<file path="src/rtl/usb_out_ep_pkg.sv">
package usb_out_ep_pkg;
  typedef enum logic [1:0] {
    HS_NONE  = 2'b00,
    HS_ACK   = 2'b01,
    HS_NAK   = 2'b10,
    HS_STALL = 2'b11
  } hs_e;

  localparam int unsigned B_OVR      = 2;
  localparam int unsigned B_BIG      = 3;
  localparam int unsigned B_DERR     = 4;
  localparam int unsigned B_CLR_RDY  = 5;
  localparam int unsigned B_CLR_OVR  = 6;
  localparam int unsigned B_CLR_BIG  = 7;
  localparam int unsigned B_CLR_DERR = 8;
  localparam int unsigned B_TOG_INIT = 9;
  localparam int unsigned B_FLUSH    = 10;
  localparam int unsigned B_ISO      = 11;
  localparam int unsigned B_STALL    = 12;
  localparam int unsigned B_AUTO     = 13;

  typedef struct packed {
    logic store;
    logic flip;
    logic set_ovr;
    logic set_big;
    logic set_derr;
    logic hs_vld;
    hs_e  hs;
  } rx_act_t;
endpackage

</file>
<file path="src/rtl/ep_rx_decide.sv">
module ep_rx_decide
  import usb_out_ep_pkg::*;
#(
  parameter int unsigned LEN_W = 11,
  parameter int unsigned MAXP  = 64
) (
  input  logic             pkt_valid_i,
  input  logic             pid_i,
  input  logic [LEN_W-1:0] len_i,
  input  logic             crc_err_i,
  input  logic             iso_i,
  input  logic             stall_i,
  input  logic             full_i,
  input  logic             exp_tog_i,
  output rx_act_t          act_o
);
  localparam logic [LEN_W-1:0] MAXP_L = LEN_W'(MAXP);

  always_comb begin
    act_o = '0;
    act_o.hs = HS_NONE;
    if (pkt_valid_i) begin
      if (stall_i) begin
        act_o.hs = HS_STALL;
        act_o.hs_vld = 1'b1;
      end else if (len_i > MAXP_L) begin
        act_o.set_big = 1'b1;
        act_o.hs = HS_STALL;
        act_o.hs_vld = 1'b1;
      end else if (crc_err_i) begin
        act_o.set_derr = 1'b1;
      end else if (full_i) begin
        act_o.set_ovr = 1'b1;
        act_o.hs = HS_NAK;
        act_o.hs_vld = 1'b1;
      end else if (!iso_i && (pid_i != exp_tog_i)) begin
        act_o.hs = HS_ACK;   // duplicate: ack, drop
        act_o.hs_vld = 1'b1;
      end else begin
        act_o.store = 1'b1;
        act_o.flip = !iso_i;
        act_o.hs = HS_ACK;
        act_o.hs_vld = 1'b1;
      end
      if (iso_i) begin
        act_o.hs_vld = 1'b0;
        act_o.hs = HS_NONE;
      end
    end
  end
endmodule

</file>
<file path="src/rtl/ep_occ_ctr.sv">
module ep_occ_ctr #(
  parameter int unsigned CNT_W = 2
) (
  input  logic       clk_i,
  input  logic       rst_ni,
  input  logic       dbl_i,
  input  logic       store_i,
  input  logic       release_i,
  output logic       full_o,
  output logic [1:0] occ_o
);
  logic [CNT_W-1:0] cnt_q;
  logic             rel_ok;

  assign rel_ok = release_i && (cnt_q != '0);
  assign full_o = dbl_i ? (cnt_q >= CNT_W'(2)) : (cnt_q >= CNT_W'(1));

  always_ff @(posedge clk_i or negedge rst_ni) begin
    if (!rst_ni) cnt_q <= '0;
    else         cnt_q <= cnt_q + CNT_W'(store_i) - CNT_W'(rel_ok);
  end

  always_comb begin
    unique case (cnt_q)
      CNT_W'(0): occ_o = 2'b00;
      CNT_W'(1): occ_o = dbl_i ? 2'b01 : 2'b10;
      default:   occ_o = 2'b11;
    endcase
  end
endmodule

</file>
<file path="src/rtl/ep_flags.sv">
module ep_flags #(
  parameter int unsigned NF = 3
) (
  input  logic          clk_i,
  input  logic          rst_ni,
  input  logic [NF-1:0] set_i,
  input  logic [NF-1:0] clr_i,
  output logic [NF-1:0] flag_o
);
  for (genvar g = 0; g < NF; g++) begin : g_flag
    always_ff @(posedge clk_i or negedge rst_ni) begin
      if (!rst_ni) flag_o[g] <= 1'b0;
      else         flag_o[g] <= set_i[g] | (flag_o[g] & ~clr_i[g]); // set wins
    end
  end
endmodule

</file>
<file path="src/rtl/usb_out_ep_ctrl.sv">
module usb_out_ep_ctrl
  import usb_out_ep_pkg::*;
#(
  parameter int unsigned LEN_W = 11,
  parameter int unsigned MAXP  = 64
) (
  input  logic             clk_i,
  input  logic             rst_ni,
  input  logic             dbl_buf_i,
  input  logic             reg_wr_i,
  input  logic [15:0]      reg_wdata_i,
  output logic [15:0]      reg_rdata_o,
  input  logic             pkt_valid_i,
  input  logic             pkt_pid_i,
  input  logic [LEN_W-1:0] pkt_len_i,
  input  logic             pkt_crc_err_i,
  input  logic             rd_done_i,
  output logic             hs_valid_o,
  output logic [1:0]       hs_code_o
);
  localparam int unsigned NF = 3;

  logic [15:0]   wstb;
  logic          iso_q, stall_q, auto_q, exp_q;
  logic          full, release_set;
  logic [1:0]    occ;
  logic [NF-1:0] flags, flag_set, flag_clr;
  rx_act_t       act;
  logic          unused_wdata;

  assign wstb = reg_wr_i ? reg_wdata_i : 16'h0000;
  assign unused_wdata = ^{reg_wdata_i[15:14], reg_wdata_i[4:0]};

  ep_rx_decide #(.LEN_W(LEN_W), .MAXP(MAXP)) u_decide (
    .pkt_valid_i (pkt_valid_i),
    .pid_i       (pkt_pid_i),
    .len_i       (pkt_len_i),
    .crc_err_i   (pkt_crc_err_i),
    .iso_i       (iso_q),
    .stall_i     (stall_q | flags[1]),
    .full_i      (full),
    .exp_tog_i   (exp_q),
    .act_o       (act)
  );

  assign release_set = wstb[B_CLR_RDY] | wstb[B_FLUSH] | (auto_q & rd_done_i);

  ep_occ_ctr #(.CNT_W(2)) u_occ (
    .clk_i     (clk_i),
    .rst_ni    (rst_ni),
    .dbl_i     (dbl_buf_i),
    .store_i   (act.store),
    .release_i (release_set),
    .full_o    (full),
    .occ_o     (occ)
  );

  assign flag_set = {act.set_derr, act.set_big, act.set_ovr};
  assign flag_clr = {wstb[B_CLR_DERR], wstb[B_CLR_BIG], wstb[B_CLR_OVR]};

  ep_flags #(.NF(NF)) u_flags (
    .clk_i  (clk_i),
    .rst_ni (rst_ni),
    .set_i  (flag_set),
    .clr_i  (flag_clr),
    .flag_o (flags)
  );

  always_ff @(posedge clk_i or negedge rst_ni) begin
    if (!rst_ni) begin
      iso_q      <= 1'b0;
      stall_q    <= 1'b0;
      auto_q     <= 1'b0;
      exp_q      <= 1'b0;
      hs_valid_o <= 1'b0;
      hs_code_o  <= HS_NONE;
    end else begin
      if (reg_wr_i) begin
        iso_q   <= reg_wdata_i[B_ISO];
        stall_q <= reg_wdata_i[B_STALL];
        auto_q  <= reg_wdata_i[B_AUTO];
      end
      if (wstb[B_TOG_INIT]) exp_q <= 1'b0;   // init beats flip
      else if (act.flip)    exp_q <= ~exp_q;
      hs_valid_o <= act.hs_vld;
      hs_code_o  <= act.hs;
    end
  end

  assign reg_rdata_o = {2'b00, auto_q, stall_q, iso_q, 6'b000000, flags, occ};
endmodule

</file>
<file path="config.mk">
export PLATFORM = sky130hd
export DESIGN_NAME = usb_out_ep_ctrl
export DESIGN_NICKNAME = d
export VERILOG_FILES = /design/src/rtl/usb_out_ep_pkg.sv /design/src/rtl/ep_rx_decide.sv /design/src/rtl/ep_occ_ctr.sv /design/src/rtl/ep_flags.sv /design/src/rtl/usb_out_ep_ctrl.sv
export SDC_FILE = /design/constraint.sdc
export NUM_CORES = 1
export LEC_CHECK = 0
export ABC_AREA = 1
export BUFFER_PORTS_ARGS = -buffer_cell sky130_fd_sc_hd__buf_2
export CORE_ASPECT_RATIO = 0.75
export CORE_MARGIN = 1.5
export CORE_UTILIZATION = 42
export CTS_CLUSTER_DIAMETER = 80
export DETAILED_ROUTE_END_ITERATION = 8
export GPL_ROUTABILITY_DRIVEN = 0
export PLACE_DENSITY = 0.82
export SLEW_MARGIN = 30
export SYNTH_ARGS = -nofsm -noshare
export SYNTH_HDL_FRONTEND = slang
export SYNTH_HIERARCHICAL = 1
export SYNTH_SLANG_ARGS = --single-unit
</file>
<file path="constraint.sdc">
create_clock -name clk_i -period 1.9 [get_ports clk_i]
set_input_delay 0.19 -clock clk_i [delete_from_list [all_inputs] [get_ports clk_i]]
set_output_delay 0.19 -clock clk_i [all_outputs]
set_load 0.005 [all_outputs]
</file>
==> reports/results.txt <==
Synth-to-Final Area Change -> 22.3%
# clock sinks -> 12
Status -> finished, final reports clean
Peak VDD IR -> 512 uV
CP required -> 2.07 ns
DIE WIDTH -> 55.7 um
Leakage power -> 0.661 nW
CP delay by family, top -> simple AND/OR/NAND/NOR gates
Register bit total from synthesis -> 12
Detail Route Antenna Nets -> 0
H-tree Lvls -> 1
CP Class -> register to register
Pre-CTS setup slack -> 0.209 ns
Footprint of the multi-input gates -> 394 sq um
Count of cell types in the netlist -> 22
Root Buffer -> clkbuf_4
Setup Skew -> 0.00542 ns
I/O Buffers -> 38
Worst hold margin -> 0.126 ns
Syn. warnings -> 6
Nets@finish -> 199
Startpoint class of the critical path -> register
Per-cell routed wire length -> 9.70 um
Crit-path cells -> or2_2 -> nor2_1 -> nand2_1 -> nand3b_4 -> nor2_2 -> ha_1 -> inv_1 -> nand2_1 -> nand2_1
Ys flop type -> dfrtp_1
WL final -> 1800 um
Tot Pwr -> 0.000821 W
Syn Inst Count -> 123
Fin. Hold Viols -> 0
Achievable Freq -> 587 MHz
Core ar. -> 1980 sq um
CTS resizes -> 0
Cts bufs inserted -> 3
Min setup slack post-route -> 0.196 ns
Highest cell delay on the worst timing path -> 0.40 ns
Fin. max-slew vios -> 0
CTS Buffer Depth -> 2
Most frequent CP cell -> nand2_1
Initial Utilization -> 44.2%
DR vias -> 810
RSZ-0062 raised after global routing -> no
Clock Latency Late Sink -> 0.27 ns
Syn avg cell area -> 7.11 sq um
Crit Path Max Fanout -> 4
First-pass GRT wire length -> 2970 um
Post-route minimum period -> 1.70 ns
FILL cells -> 203
Reg area -> 300 sq um
Critical path arrival -> 1.87 ns
Critical path capture point type -> register
Die area -> 2370 sq um
CTS tree -> yes
Fin crit share -> 89.7%
Max cap viols -> 0
# DRC -> 0
Largest net degree at the start of global routing -> 13
Yosys top cell area share -> 34.3%
Hold Buf Count CTS -> 1
EDFF count, synth -> 0
HP Class -> input pin to register
Initial drt markers -> 28
Register area share after synthesis -> 34.3%
CP bufs+invs -> 1
Layout Cells excl Fill -> 185
Slowest cell on crit path -> dfrtp_1
Dpl hpwl -> 1510 um
Vias in the first global route -> 746
Final setup viols -> 0
Reg clk slew, reported paths -> 0.08 ns
Placed insts -> 180
Area of the mapped netlist -> 875 sq um
Total grt overflow -> 0
Synth top area cells -> dfrtp_1 (34%), nand2_1 (12%), inv_1 (11%), buf_4 (9.4%), nor2_1 (7.7%)
Post-CTS Setup Bufs -> 0
Drt pass-1 iters -> 4
Layout cell share with drive strength beyond 1 -> 33.5%
Total negative slack -> 0 ns
Antenna violations before repair -> 0
Core Rows -> 14
I/O pins -> 54
Inserted Diodes -> 0
Yosys top cell by area -> dfrtp_1
Die Height -> 42.5 um
Post-synthesis async set-or-reset flop share -> 100%
Power density over the cells -> 768 nW/um^2
GRT Total Usage -> 16.4%
Avg Vias per Cell -> 4.38
layer usage:
metal	part of all wire [%]	GRT usage, %	up-vias
met4	0	1.46	0
met2	52	32.1	30
met3	6.4	6.48	0
li1	-	-	414
met1	42	17.1	366
met5	0	0	-
worst reg2reg max path, stage by stage, from the launching register on:
cell and delay (ns):
dfrtp_1 0.40, or2_2 0.34, nor2_1 0.21, nand2_1 0.08, nand3b_4 0.17, nor2_2 0.10, ha_1 0.17, inv_1 0.04
nand2_1 0.06, nand2_1 0.04
cell usage after synthesis, types with 2 or more instances:
| library cell | instances |
|---|---|
| nand2_1 | 27 |
| inv_1 | 26 |
| nor2_1 | 18 |
| dfrtp_1 | 12 |
| buf_4 | 11 |
| nand3_1 | 6 |
| nor2_2 | 3 |
| buf_6 | 2 |
| ha_1 | 2 |
| o21ai_0 | 2 |
| o21ai_1 | 2 |
| o21ai_2 | 2 |
registers in the layout (all words and copies together), names as in the netlist:
name	flops
auto_q	1
exp_q	1
hs_code_o	2
hs_valid_o	1
iso_q	1
stall_q	1
u_flags/flag_o	3
u_occ/cnt_q	2
cells in the final DEF, fill, tap and decap left out:
cell           instances
nand2_4                1
nand3b_4               1
nor2_1                18
buf_4                  1
a21boi_1               1
dlygate4sd3_1          1
inv_2                  1
o21ai_2                2
ha_1                   2
nand2_2                1
inv_1                 26
nor2_2                 3
o21ai_0                2
clkbuf_4               3
or2_2                  1
nand3_4                1
and2_1                 1
o21ai_1                2
conb_1                 8
xnor2_1                1
nand2_1               27
dfrtp_1               12
buf_2                 38
nand3_1                6
clkbuf_8               1
cell type report:
| class | count | area share, % |
|---|---|---|
| clock buffer | 4 | 3.39 |
| inverter | 27 | 9.47 |
| multi-input combinational | 78 | 36.8 |
| sequential | 12 | 28.1 |
| tap | 24 | 2.81 |
| timing repair buffer | 40 | 19.4 |
kinds of logic after synthesis:
kind of cell | Yosys count | share of synthesized area (%)
AOI/OAI and AO/OA | 7 | 5.15
xor gates and xnor gates | 1 | 1.00
other | 1 | 0.429
DFF | 12 | 34.3
buffers and inverters | 40 | 23.6
adders and majority gates | 2 | 2.86
and+or+nand+nor | 60 | 32.6
through the flow:
step	util [%]	cell area, sq um
detailed placement	51.7	1020
floorplan	-	901
CTS	54.0	1070
global placement	51.7	1020
global route	54.0	1070
finish	54.0	1070
path summary, 6_finish.rpt:
path | end | slack [ns] | start | depth (start not counted)
worst max-delay path | u_occ/cnt_q[1] | 0.20 | u_flags/flag_o[1] | 9
worst min-delay path | stall_q | 0.13 | reg_wdata_i[12] | 3
worst max register to register | u_occ/cnt_q[1] | 0.20 | u_flags/flag_o[1] | 9
worst min register to register | u_flags/flag_o[2] | 0.48 | u_flags/flag_o[2] | 2
max in group asynchronous | stall_q | 1.36 | rst_ni | 2
min in group asynchronous | u_flags/flag_o[1] | 0.32 | rst_ni | 2
power breakdown:
part	internal (W)	switching [W]	total, W	leakage [nW]
clock	0.000116	0.0000856	0.000202	0.0210
combinational	0.000124	0.000171	0.000295	0.487
sequential	0.000294	0.0000302	0.000325	0.152
total	0.000534	0.000287	0.000821	0.661
No activity file was read; power rests on OpenSTA's default activity.
